<file path="src/rtl/ipi_mbox_pkg.sv">
package ipi_mbox_pkg;

    localparam int WORD_W     = 32;
    localparam int CORE_FLD_W = 14;
    localparam int PAYLOAD_W  = 16;
    localparam int BIT_ACK    = 31;
    localparam int BIT_POST   = 30;
    localparam int BIT_PEND   = 30;
    localparam int DST_LSB    = 16;

    typedef enum logic [2:0] {
        OP_NONE,
        OP_STORE,
        OP_POST,
        OP_ACK,
        OP_POST_ACK
    } op_e;

    function automatic logic [WORD_W-1:0] mbox_word(
        input logic                  pend,
        input logic [CORE_FLD_W-1:0] src,
        input logic [PAYLOAD_W-1:0]  pl
    );
        return {1'b0, pend, src, pl};
    endfunction

endpackage

</file>
<file path="src/rtl/ipi_bus_decode.sv">
module ipi_bus_decode #(
    parameter int NUM_CORES = 4,
    parameter int ADDR_W    = 6,
    localparam int IDX_W    = ADDR_W - 3
) (
    input  logic [ADDR_W-1:2] addr_hi,
    input  logic              we,
    output logic [IDX_W-1:0]  core_idx,
    output logic              sel_mbox,
    output logic              in_range,
    output logic              wr_cmd
);

    always_comb begin
        core_idx = addr_hi[ADDR_W-1:3];
        sel_mbox = addr_hi[2];
        in_range = (int'(core_idx) < NUM_CORES);
        wr_cmd   = we && in_range && !sel_mbox;
    end

endmodule

</file>
<file path="src/rtl/ipi_cmd_decode.sv">
module ipi_cmd_decode
    import ipi_mbox_pkg::*;
#(
    parameter int NUM_CORES = 4
) (
    input  logic                  wr_cmd,
    input  logic [WORD_W-1:0]     wdata,
    output op_e                   op,
    output logic [CORE_FLD_W-1:0] dst,
    output logic                  dst_ok,
    output logic [PAYLOAD_W-1:0]  payload
);

    logic [1:0] bits;

    always_comb begin
        dst     = wdata[DST_LSB +: CORE_FLD_W];
        payload = wdata[PAYLOAD_W-1:0];
        dst_ok  = (int'(dst) < NUM_CORES);
        bits    = {wdata[BIT_POST], wdata[BIT_ACK]};
        op      = OP_NONE;
        if (wr_cmd) begin
            unique case (bits)
                2'b00: op = OP_STORE;
                2'b10: op = OP_POST;
                2'b01: op = OP_ACK;
                2'b11: op = OP_POST_ACK;
                default: op = OP_STORE;
            endcase
        end
    end

endmodule

</file>
<file path="src/rtl/ipi_core_slot.sv">
module ipi_core_slot
    import ipi_mbox_pkg::*;
(
    input  logic                  clk,
    input  logic                  rst_n,
    input  logic                  cmd_we,
    input  logic [WORD_W-1:0]     cmd_wdata,
    input  logic                  post_hit,
    input  logic [CORE_FLD_W-1:0] post_src,
    input  logic [PAYLOAD_W-1:0]  post_payload,
    input  logic                  ack_hit,
    output logic [WORD_W-1:0]     cmd_q,
    output logic [WORD_W-1:0]     mbox_q,
    output logic                  irq_o
);

    logic [WORD_W-1:0] mbox_d;

    // post first, acknowledge second
    always_comb begin
        mbox_d = mbox_q;
        if (post_hit) begin
            mbox_d = mbox_word(1'b1, post_src, post_payload);
        end
        if (ack_hit) begin
            mbox_d[BIT_PEND] = 1'b0;
        end
    end

    always_ff @(posedge clk or negedge rst_n) begin
        if (!rst_n) begin
            cmd_q  <= '0;
            mbox_q <= '0;
        end else begin
            if (cmd_we) begin
                cmd_q <= cmd_wdata;
            end
            mbox_q <= mbox_d;
        end
    end

    assign irq_o = mbox_q[BIT_PEND];

endmodule

</file>
<file path="src/rtl/ipi_mailbox.sv">
module ipi_mailbox
    import ipi_mbox_pkg::*;
#(
    parameter int NUM_CORES = 4,
    parameter int ADDR_W    = 6
) (
    input  logic                 clk,
    input  logic                 rst_n,
    input  logic [ADDR_W-1:0]    bus_addr,
    input  logic                 bus_we,
    input  logic [WORD_W-1:0]    bus_wdata,
    output logic [WORD_W-1:0]    bus_rdata,
    output logic [NUM_CORES-1:0] irq
);

    localparam int IDX_W = ADDR_W - 3;

    logic                  unused_addr_lo;
    logic [IDX_W-1:0]      core_idx;
    logic                  sel_mbox;
    logic                  in_range;
    logic                  wr_cmd;
    op_e                   op;
    logic [CORE_FLD_W-1:0] dst;
    logic                  dst_ok;
    logic [PAYLOAD_W-1:0]  payload;
    logic                  do_post;
    logic                  do_ack;
    logic [CORE_FLD_W-1:0] src_fld;

    logic [WORD_W-1:0] cmd_arr  [NUM_CORES];
    logic [WORD_W-1:0] mbox_arr [NUM_CORES];

    assign unused_addr_lo = ^bus_addr[1:0];

    ipi_bus_decode #(
        .NUM_CORES(NUM_CORES),
        .ADDR_W   (ADDR_W)
    ) u_bus (
        .addr_hi (bus_addr[ADDR_W-1:2]),
        .we      (bus_we),
        .core_idx(core_idx),
        .sel_mbox(sel_mbox),
        .in_range(in_range),
        .wr_cmd  (wr_cmd)
    );

    ipi_cmd_decode #(
        .NUM_CORES(NUM_CORES)
    ) u_cmd (
        .wr_cmd (wr_cmd),
        .wdata  (bus_wdata),
        .op     (op),
        .dst    (dst),
        .dst_ok (dst_ok),
        .payload(payload)
    );

    always_comb begin
        do_post = 1'b0;
        do_ack  = 1'b0;
        unique case (op)
            OP_NONE:     ;
            OP_STORE:    ;
            OP_POST:     do_post = dst_ok;
            OP_ACK:      do_ack  = 1'b1;
            OP_POST_ACK: begin
                do_post = dst_ok;
                do_ack  = 1'b1;
            end
            default:     ;
        endcase
    end

    assign src_fld = CORE_FLD_W'(core_idx);

    for (genvar g = 0; g < NUM_CORES; g++) begin : g_slot
        logic sel_me;
        assign sel_me = (int'(core_idx) == g);

        ipi_core_slot u_slot (
            .clk         (clk),
            .rst_n       (rst_n),
            .cmd_we      (wr_cmd && sel_me),
            .cmd_wdata   (bus_wdata),
            .post_hit    (do_post && (int'(dst) == g)),
            .post_src    (src_fld),
            .post_payload(payload),
            .ack_hit     (do_ack && sel_me),
            .cmd_q       (cmd_arr[g]),
            .mbox_q      (mbox_arr[g]),
            .irq_o       (irq[g])
        );
    end

    always_comb begin
        bus_rdata = '0;
        for (int k = 0; k < NUM_CORES; k++) begin
            if (in_range && int'(core_idx) == k) begin
                bus_rdata = sel_mbox ? mbox_arr[k] : cmd_arr[k];
            end
        end
    end

endmodule

</file>
<file path="config.mk">
export PLATFORM = sky130hd
export DESIGN_NAME = ipi_mailbox
export DESIGN_NICKNAME = d
export VERILOG_FILES = /design/src/rtl/ipi_mbox_pkg.sv /design/src/rtl/ipi_bus_decode.sv /design/src/rtl/ipi_cmd_decode.sv /design/src/rtl/ipi_core_slot.sv /design/src/rtl/ipi_mailbox.sv
export SDC_FILE = /design/constraint.sdc
export NUM_CORES = 1
export LEC_CHECK = 0
export BUFFER_PORTS_ARGS = -buffer_cell sky130_fd_sc_hd__buf_2
export CAP_MARGIN = 25
export CELL_PAD_IN_SITES_DETAIL_PLACEMENT = 1
export CELL_PAD_IN_SITES_GLOBAL_PLACEMENT = 2
export CORE_UTILIZATION = 42
export DETAILED_ROUTE_END_ITERATION = 10
export PLACE_DENSITY = 0.81
export SLEW_MARGIN = 20
export SYNTH_ARGS = -nofsm -noshare
export SYNTH_HDL_FRONTEND = slang
export SYNTH_SLANG_ARGS = --single-unit
</file>
<file path="constraint.sdc">
create_clock -name clk -period 1.99 [get_ports clk]
set_input_delay 0.398 -clock clk [delete_from_list [all_inputs] [get_ports clk]]
set_output_delay 0.398 -clock clk [all_outputs]
set_load 0.01 [all_outputs]
</file>
==> flow_metrics.py, run 1 <==
metrics = {
    "drt": {
        "drc": 0,
        "routedWlPerCell_um": 24.1,
        "drt-initial-drc-count": 367,
        "drtAntennaViolNets": 0,
        "via_per_inst": 5.65,
        "num_vias": 6711,
        "drt-pass1-iter-count": 4,
        "drt-total-wl_mm": 28.6,
    },
    "sta": {
        "fin_skew_ns": 0,
        "setup_violations": 37,
        "maxSlewViolCount": 0,
        "hold_viol": 0,
        "slew_headroom_pct": 60.9,
        "worst_hold_slack_ns": 0.157,
        "rsz0062_at_grt": "yes",
        "tns_ns": -1.32,
        "setup_slack_ns": -0.0867,
        "fin_crit_sh_pct": 104,
        "min_period_ns": 2.08,
        "fmax_mhz": 482,
        "worst_pin_slew_ns": 0.580,
    },
    "cts": {
        "cts_buffers": 24,
        "h-tree-depth": 1,
        "path_clk_slew_ns": 0.06,
        "clock_path_buffers": 3,
        "root_buffer": "clkbuf_16",
        "cts_tree": "done",
        "clock_latency_ns": 0.52,
        "cts.sinks": 208,
    },
    "die": {
        "die_area_um2": 23700,
        "placementRows": 55,
        "core-area_um2": 22600,
        "io_pins": 77,
        "start_util_pct": 42.7,
        "dieHeight_um": 154,
        "die_w_um": 154,
    },
    "logic_synthesis": {
        "synth_compound_area_share_pct": 5.82,
        "synthMuxAreaShare_pct": 32.7,
        "yosys_warnings": 0,
        "synth.net_count": 765,
        "synth_area_leaders": "dfrtp_1 (54%), mux2_2 (24%), mux2i_1 (8.3%)",
        "ys_seq_area_share_pct": 53.8,
        "synth_top_family_by_area": "multiplexers",
        "synth_top_area_share_pct": 53.8,
        "ys_types": 29,
        "synthAdderAreaFrac_pct": 0.388,
        "synthSimpleGateAreaFrac_pct": 4.03,
        "synthCells": 721,
        "yosys_register_bits": 208,
        "yosys.area.top_type": "dfrtp_1",
        "synth_xor_area_share_pct": 0.0905,
        "avgSynthCellArea_um2": 13.4,
        "synth_area_um2": 9680,
    },
    "worst_hold_path": {
        "holdPathEnd": "g_slot[1].u_slot.cmd_q[31]",
        "hold_class": "in2reg",
        "worstHoldStart": "bus_wdata[31]",
        "whs_path_depth": 3,
    },
    "worst_setup_path": {
        "cp_max_fo": 5,
        "r2r-end": "g_slot[0].u_slot.mbox_q[9]",
        "setup.worst_path.class": "in2reg",
        "ff2ff_setup_slack_ns": 0.97,
        "r2r-start": "g_slot[0].u_slot.mbox_q[9]",
        "cp_slowest_cell": "or4_4",
        "critical_path.max_stage_delay_ns": 0.46,
        "cp.arrival_ns": 2.49,
        "reg2regPathDepth": 3,
        "required_ns": 2.40,
        "crit_path_start_kind": "primary input",
        "crit_chain": "buf_12 -> inv_12 -> ha_4 -> xnor2_1 -> or4_4 -> buf_6 -> nor4b_4 -> buf_4 -> clkbuf_16 -> mux2_4",
        "critPathCaptureType": "flop",
    },
    "global_routing": {
        "gr-usage-met1_pct": 31.1,
        "top_usage_layer": "met2",
        "grt_pass1_wl_mm": 44.4,
        "grt_use_total_pct": 24.0,
        "grt_max_degree": 53,
        "first_global_vias": 7719,
        "met3_usage_pct": 3.47,
        "antenna_found_initial": 1,
        "met2_usage_pct": 42.3,
        "grt_overflow": 0,
    },
    "finish": {
        "instances_no_fill": 1188,
        "area_growth_pct": 30.1,
        "num-nets-final": 929,
        "drive_above_1_share_pct": 51.2,
        "fillers": 2217,
        "diodes": 0,
    },
    "pwr": {
        "power_leakage_nw": 6.06,
        "clkPwrFrac_pct": 40.1,
        "power_frac_comb_pct": 14.8,
        "swShare_pct": 25.2,
        "power.internal_mw": 8.57,
        "power_density_nw_per_um2": 910,
        "seqPwrFrac_pct": 45.1,
        "max-vdd-ir-drop_v": 0.000573,
        "switching_power_mw": 2.88,
        "total_power_mw": 11.5,
    },
    "place": {
        "hpwl_mm": 17.5,
        "portBuffers": 74,
        "place.gp.congestion": 0.779,
        "dp.cells": 1101,
        "post-place-ws_ns": -0.629,
    },
    "run": {
        "drv_cap": 0,
    },
    "run_status": {
        "status": "finished with violations",
        "violations": "setup timing",
    },
}
[cells by family after synthesis]
family,after synthesis
AOI/OAI and AO/OA,91
adders and majority gates,3
xor gates and xnor gates,1
and+or+nand+nor,70
muxes,290
buffers and inverters,58
DFF,208
[stage by stage]
step | utilization (%) | instance area [um^2]
finish | 55.6 | 12600
global route | 55.6 | 12600
CTS | 54.1 | 12300
detailed placement | 49.2 | 11100
global placement | 49.2 | 11100
floorplan | - | 9900
[layer usage]
layer  share of wire, %  wire, um
met3                3.7      1070
met2                 50     14400
met1                 43     12400
met5              0.028         8
met4                2.6       736
[placed cells by master (no fill, tap or decap), types with 17 or more instances in the layout]
| cell | netlist | final |
|---|---|---|
| buf_4 | 4 | 80 |
| o22ai_1 | 32 | 29 |
| clkbuf_16 | 0 | 27 |
| nor2_1 | 21 | 19 |
| a22oi_1 | 20 | 17 |
| mux2_2 | 208 | 155 |
| buf_12 | 0 | 20 |
| o21ai_0 | 35 | 30 |
| buf_2 | 12 | 69 |
| mux2i_1 | 80 | 79 |
| nand2_1 | 28 | 27 |
| dfrtp_1 | 208 | 208 |
| mux2_4 | 0 | 55 |
[state kept, by name (all words and copies together), names as in the netlist]
signal and count:
g_slot.u_slot.mbox_q 80, g_slot.u_slot.cmd_q 128
[how the worst max path moves through the flow]
stage	startpoint	end	slack [ns]
CTS	g_slot[0].u_slot.mbox_q[10]	bus_rdata[10]	-0.04
finish	bus_wdata[31]	g_slot[0].u_slot.mbox_q[2]	-0.09
floorplan	bus_wdata[31]	g_slot[0].u_slot.mbox_q[0]	-0.22
detailed placement	bus_wdata[31]	g_slot[2].u_slot.mbox_q[16]	-0.63
global placement	bus_wdata[31]	g_slot[0].u_slot.mbox_q[16]	-0.55
global route	g_slot[0].u_slot.mbox_q[3]	bus_rdata[3]	-0.13
[Yosys cell counts (all sizes together)]
master and count:
clkbuf 24, nor4 4, inv 3, nand4b 1
ha 3, nand3 1, o21ai 35, or4 1
nor2b 5, dfrtp 208, buf 31, o22ai 32
o22a 2, xnor2 1, o32a 2, nor2 21
nor3b 1, nor4b 3, mux2 210, mux2i 80
nand2 28, a22oi 20, nand2b 5
[final cells by class]
| type | instances | area (um^2) | share of cell area (%) |
|---|---|---|---|
| multi-input combinational | 455 | 4450 | 35.4 |
| clock buffer | 36 | 696 | 5.53 |
| clock inverter | 8 | 130 | 1.03 |
| sequential | 208 | 5200 | 41.3 |
| tap | 285 | 357 | 2.83 |
| inverter | 3 | 26.3 | 0.209 |
| timing repair buffer | 193 | 1720 | 13.7 |
[worst max-delay path, delay by kind of cell]
family	cells	cell delay, ns
XOR/XNOR	1	0.11
buffers and inverters	5	0.66
AND/OR/NAND/NOR	2	0.77
multiplexers	1	0.30
adder cells (fa/ha/maj)	1	0.23
[power groups by stage]
stage               Combinational [mW]  Clock [mW]  Sequential (mW)
finish                            1.69        4.60             5.17
global route                      1.85        4.85             5.24
CTS                               1.66        4.68             5.15
detailed placement                1.59           0             5.23
global placement                  1.50           0             5.15
floorplan                         1.03           0             5.10
[timing repair]
item	4_1_cts	5_1_grt
setup buffers	19	16
pin swaps	18	35
endpoints found under the hold margin	46	0
setup endpoints to repair	74	88
cloned	3	4
hold buffers	1	0
gates resized for setup	19	40
No activity file was read; power rests on OpenSTA's default activity.
==> inputs of run 2 (changes only) <==
Settings changed: BUFFER_PORTS_ARGS -buffer_cell sky130_fd_sc_hd__buf_2 to -buffer_cell sky130_fd_sc_hd__clkbuf_2, PLACE_DENSITY 0.81 to 0.82.
==> flow_metrics.py, run 2 (synthesis results as in run 1) <==
metrics = {
    "run_status": {
        "status": "finished with violations",
        "violations": "setup timing",
    },
    "global_routing": {
        "antenna_found_initial": 0,
        "grt_pass1_wl_mm": 43.9,
        "grt_overflow": 0,
        "grt_use_total_pct": 24.1,
        "first_global_vias": 7377,
        "grt_max_degree": 56,
    },
    "sta": {
        "maxSlewViolCount": 0,
        "worst_pin_slew_ns": 0.424,
        "setup_slack_ns": -0.160,
        "hold_viol": 0,
        "slew_headroom_pct": 71.8,
        "fin_skew_ns": 0,
        "setup_violations": 26,
        "worst_hold_slack_ns": 0.184,
        "fmax_mhz": 465,
        "fin_crit_sh_pct": 108,
        "min_period_ns": 2.15,
        "rsz0062_at_grt": "yes",
    },
    "cts": {
        "root_buffer": "clkbuf_16",
        "cts_tree": "done",
        "h-tree-depth": 1,
        "cts_buffers": 24,
        "clock_path_buffers": 3,
        "path_clk_slew_ns": 0.07,
        "clock_latency_ns": 0.52,
        "cts.sinks": 208,
    },
    "worst_setup_path": {
        "critPathCaptureType": "primary output",
        "reg2regPathDepth": 2,
        "critical_path.max_stage_delay_ns": 0.39,
        "cp.arrival_ns": 1.75,
        "required_ns": 1.59,
        "r2r-end": "g_slot[0].u_slot.mbox_q[16]",
        "crit_chain": "mux2i_1 -> o21ai_1 -> nand2_1 -> o22ai_4 -> buf_2",
        "cp_slowest_cell": "dfrtp_1",
        "r2r-start": "g_slot[0].u_slot.mbox_q[16]",
        "setup.worst_path.class": "reg2out",
        "ff2ff_setup_slack_ns": 1.05,
        "crit_path_start_kind": "flop",
        "cp_max_fo": 2,
    },
    "die": {
        "die_w_um": 154,
        "start_util_pct": 42.7,
        "die_area_um2": 23700,
        "core-area_um2": 22600,
        "placementRows": 55,
        "dieHeight_um": 154,
        "io_pins": 77,
    },
    "finish": {
        "reg_top3": "g_slot.u_slot.cmd_q x128, g_slot.u_slot.mbox_q x80",
        "largest_reg_flops": 128,
        "drive_above_1_share_pct": 51.2,
        "final_common_cell": "dfrtp_1",
        "final_cell_mix": "dfrtp_1 (208), mux2_2 (145), mux2i_1 (80)",
        "regMostFlops": "g_slot.u_slot.cmd_q",
        "area_growth_pct": 31.1,
        "diodes": 0,
        "num-nets-final": 910,
    },
    "place": {
        "hpwl_mm": 17.1,
        "portBuffers": 74,
        "place.gp.congestion": 0.749,
    },
    "pwr": {
        "power_density_nw_per_um2": 947,
        "total_power_mw": 12.0,
        "max-vdd-ir-drop_v": 0.000851,
        "power_leakage_nw": 6.07,
    },
    "worst_hold_path": {
        "holdPathEnd": "g_slot[1].u_slot.cmd_q[23]",
        "worstHoldStart": "bus_wdata[23]",
        "whs_path_depth": 2,
        "hold_class": "in2reg",
    },
    "drt": {
        "routedWlPerCell_um": 24.9,
        "drtAntennaViolNets": 0,
        "drc": 0,
        "num_vias": 6623,
        "via_per_inst": 5.67,
        "drt-total-wl_mm": 29.1,
        "drt-initial-drc-count": 341,
        "drt-pass1-iter-count": 4,
    },
    "run": {
        "drv_cap": 0,
    },
}
[run 2: cell types whose count changed in the layout (fill, tap and decap cells not counted), moves of 6 or more]
cell / delta
buf_2: -51
buf_4: -18
o21ai_1: +9
clkbuf_2: +50
mux2_4: +10
o21ai_0: -8
buf_6: -6
mux2_2: -10
o22ai_1: -12
o22ai_2: +11
[run 2: how the worst max path moves through the flow]
stage	start	end	slack [ns]	cells after the start
floorplan	bus_wdata[31]	g_slot[0].u_slot.mbox_q[0]	-0.22	7
global placement	bus_wdata[31]	g_slot[3].u_slot.mbox_q[10]	-0.59	9
detailed placement	bus_wdata[31]	g_slot[1].u_slot.mbox_q[2]	-0.65	9
CTS	g_slot[0].u_slot.mbox_q[16]	bus_rdata[16]	-0.11	5
global route	g_slot[0].u_slot.mbox_q[16]	bus_rdata[16]	-0.21	5
finish	g_slot[1].u_slot.cmd_q[16]	bus_rdata[16]	-0.16	5
[run 2: metal layers]
metal  track usage, %  vias to the layer above  part of all wire [%]
li1                 -                     2929                     -
met5                0                        -                     0
met2             42.2                      143                    51
met1             31.6                     3507                    43
met3             2.82                       44                   3.7
met4             6.71                        0                   2.2
[run 2: report_power, final]
part	switching, mW	internal [mW]	leakage (nW)
clock	1.82	3.32	0.443
combinational	0.785	0.923	2.93
sequential	0.339	4.84	2.69
[run 2: metrics by stage]
| stage | setup WS, ns | instances | setup TNS (ns) | util [%] | instance area [um^2] |
|---|---|---|---|---|---|
| 6_report | -0.160 | 1169 | -1.16 | 56.1 | 12700 |
| 5_1_grt | -0.211 | 1169 | -3.32 | 56.1 | 12700 |
| 4_1_cts | -0.111 | 1151 | -0.528 | 54.6 | 12400 |
| 3_5_place_dp | -0.648 | 1094 | -49.84 | 49.0 | 11100 |
| 3_3_place_gp | -0.587 | 1094 | -43.14 | 49.0 | 11100 |
| 2_1_floorplan | -0.221 | 721 | -12.82 | - | 9900 |
[run 2: final cells by class]
class	instances	area [um^2]
Fill cell	2162	9950
Sequential cell	208	5200
Multi-Input combinational cell	455	4560
Timing Repair Buffer	174	1620
Clock buffer	33	686
Tap cell	285	357
Clock inverter	11	235
Inverter	3	26.3
[run 2: what timing repair did]
action	CTS	global route
hold endpoints to repair	31	0
pin swaps	5	20
setup buffers	8	15
gates resized for setup	37	56
hold buffers	1	0
cloned	4	5
setup endpoints to repair	87	89
[run 2: worst max-delay path: cells and delay by family (launching register included)]
kind | cells | cell delay, ns
AOI/OAI and AO/OA | 2 | 0.43
buffers and inverters | 1 | 0.17
DFF | 1 | 0.39
muxes | 1 | 0.10
and+or+nand+nor | 1 | 0.13
==> inputs of run 3 (changes only) <==
==> constraint.sdc (replaced) <==
create_clock -name clk -period 1.99 [get_ports clk]
set_input_delay 0.199 -clock clk [delete_from_list [all_inputs] [get_ports clk]]
set_output_delay 0.199 -clock clk [all_outputs]
set_load 0.01 [all_outputs]
==> flow_metrics.py, run 3 (synthesis results as in run 1) <==
metrics = {
    "worst_setup_path": {
        "cp_max_fo": 10,
        "critical_path.max_stage_delay_ns": 0.57,
        "crit_path_start_kind": "primary input",
        "required_ns": 2.39,
        "cp_slowest_cell": "or4_4",
        "cp.arrival_ns": 2.35,
        "setup.worst_path.class": "in2reg",
        "crit_chain": "clkbuf_4 -> inv_12 -> ha_4 -> xnor2_1 -> or4_4 -> nor4b_4 -> buf_4 -> buf_12 -> mux2_2",
        "critPathCaptureType": "flop",
    },
    "drt": {
        "drt-initial-drc-count": 216,
        "num_vias": 6311,
        "drtAntennaViolNets": 0,
        "via_per_inst": 5.57,
        "routedWlPerCell_um": 22.4,
        "drt-total-wl_mm": 25.4,
        "drt-pass1-iter-count": 4,
        "drc": 0,
    },
    "global_routing": {
        "grt_use_total_pct": 22.3,
        "grt_max_degree": 67,
        "grt_overflow": 0,
        "grt_pass1_wl_mm": 41.4,
        "antenna_found_initial": 0,
        "first_global_vias": 7221,
    },
    "finish": {
        "num-nets-final": 877,
        "area_growth_pct": 21.2,
        "final_cell_mix": "dfrtp_1 (208), mux2_2 (193), mux2i_1 (80)",
        "reg_top3": "g_slot.u_slot.cmd_q x128, g_slot.u_slot.mbox_q x80",
        "instances_no_fill": 1134,
        "diodes": 0,
        "fillers": 2268,
        "final_common_cell": "dfrtp_1",
        "drive_above_1_share_pct": 46.3,
        "regMostFlops": "g_slot.u_slot.cmd_q",
        "largest_reg_flops": 128,
    },
    "place": {
        "place.gp.congestion": 0.775,
        "hpwl_mm": 16.3,
        "portBuffers": 74,
        "dp.cells": 1081,
    },
    "run": {
        "drv_cap": 0,
    },
    "die": {
        "start_util_pct": 42.7,
        "placementRows": 55,
        "dieHeight_um": 154,
        "die_area_um2": 23700,
        "core-area_um2": 22600,
        "die_w_um": 154,
        "io_pins": 77,
    },
    "sta": {
        "fin_skew_ns": 0,
        "min_period_ns": 1.96,
        "fin_crit_sh_pct": 98.3,
        "maxSlewViolCount": 0,
        "fmax_mhz": 511,
        "slew_headroom_pct": 61.5,
        "setup_violations": 0,
        "hold_viol": 0,
        "worst_pin_slew_ns": 0.578,
    },
    "pwr": {
        "power_density_nw_per_um2": 943,
        "max-vdd-ir-drop_v": 0.000600,
        "power_leakage_nw": 5.64,
        "total_power_mw": 11.1,
    },
    "cts": {
        "cts_tree": "done",
        "cts.sinks": 208,
        "h-tree-depth": 1,
        "clock_latency_ns": 0.51,
        "root_buffer": "clkbuf_16",
        "path_clk_slew_ns": 0.06,
        "cts_buffers": 24,
        "clock_path_buffers": 3,
    },
    "worst_hold_path": {
        "hold_class": "in2reg",
    },
    "run_status": {
        "status": "completed",
    },
}
-- run 3: changes by cell type in the layout (fill, tap and decap cells not counted), sizes merged --
| cell | previous run | this run |
|---|---|---|
| buf | 112 | 61 |
| clkbuf | 92 | 108 |
| bufinv | 7 | 1 |
| clkinv | 2 | 7 |
| dlygate4sd3 | 1 | 5 |
| bufbuf | 2 | 0 |
| clkinvlp | 2 | 1 |
-- run 3: per-layer routing --
layer / share of wire (%) / vias to the layer above / GRT usage (%) / routed length, um
met1: 45 / 3325 / 29.5 / 11400
li1: - / 2843 / - / -
met2: 50 / 108 / 38.5 / 12800
met5: 0 / - / 0 / 0
met3: 3.5 / 35 / 2.96 / 880
met4: 1.6 / 0 / 5.52 / 410
-- run 3: final cells by class --
class / count / area (um^2) / share of cell area (%)
Clock buffer: 33 / 716 / 6.10
Sequential cell: 208 / 5200 / 44.4
Clock inverter: 9 / 72.6 / 0.619
Inverter: 3 / 26.3 / 0.224
Timing Repair Buffer: 141 / 1110 / 9.49
Tap cell: 285 / 357 / 3.04
Multi-Input combinational cell: 455 / 4240 / 36.2
-- run 3: critical path: cells and delay by family --
| family | cells | cell delay [ns] |
|---|---|---|
| XOR/XNOR | 1 | 0.12 |
| buffers and inverters | 4 | 0.54 |
| AND/OR/NAND/NOR | 2 | 0.90 |
| multiplexers | 1 | 0.35 |
| adder cells (fa/ha/maj) | 1 | 0.24 |
-- run 3: report_power, final --
group          internal [mW]  switching, mW
clock network           2.63           1.74
logic                  0.834          0.712
registers               4.84          0.316
total                   8.30           2.76
-- run 3: repair_timing --
| action | in CTS | in global routing |
|---|---|---|
| buffers inserted | 0 | 4 |
| hold buffers | 5 | 0 |
| gates resized for setup | 0 | 3 |
| endpoints found under the setup margin | 0 | 12 |
| endpoints found under the hold margin | 70 | 0 |
-- run 3: through the flow --
| stage | TNS [ns] | hold WS (ns) | area (um^2) | util, % | worst slack [ns] |
|---|---|---|---|---|---|
| 6_report | 0 | 0.0233 | 11700 | 51.8 | 0.0332 |
| 3_5_place_dp | -29.02 | 0.254 | 10800 | 47.7 | -0.448 |
| 2_1_floorplan | -0.665 | -0.0966 | 9760 | - | -0.0224 |
| 5_1_grt | -0.0137 | 0.0172 | 11700 | 51.8 | -0.00519 |
| 4_1_cts | 0 | 0.00110 | 11600 | 51.4 | 0.0577 |
| 3_3_place_gp | -25.03 | 0.239 | 10800 | 47.7 | -0.398 |
-- run 3: path summary, 6_finish.rpt --
path,slack [ns],end,startpoint,cells past startpoint
worst min-delay path,0.02,g_slot[1].u_slot.cmd_q[28],bus_wdata[28],2
max in group asynchronous,1.02,g_slot[0].u_slot.mbox_q[1],rst_n,3
worst max register to register,1.20,g_slot[3].u_slot.cmd_q[21],g_slot[3].u_slot.cmd_q[21],1
min in group asynchronous,0.27,g_slot[3].u_slot.mbox_q[12],rst_n,2
worst max-delay path,0.03,g_slot[0].u_slot.mbox_q[13],bus_wdata[31],9
worst min register to register,0.49,g_slot[1].u_slot.cmd_q[30],g_slot[1].u_slot.cmd_q[30],2
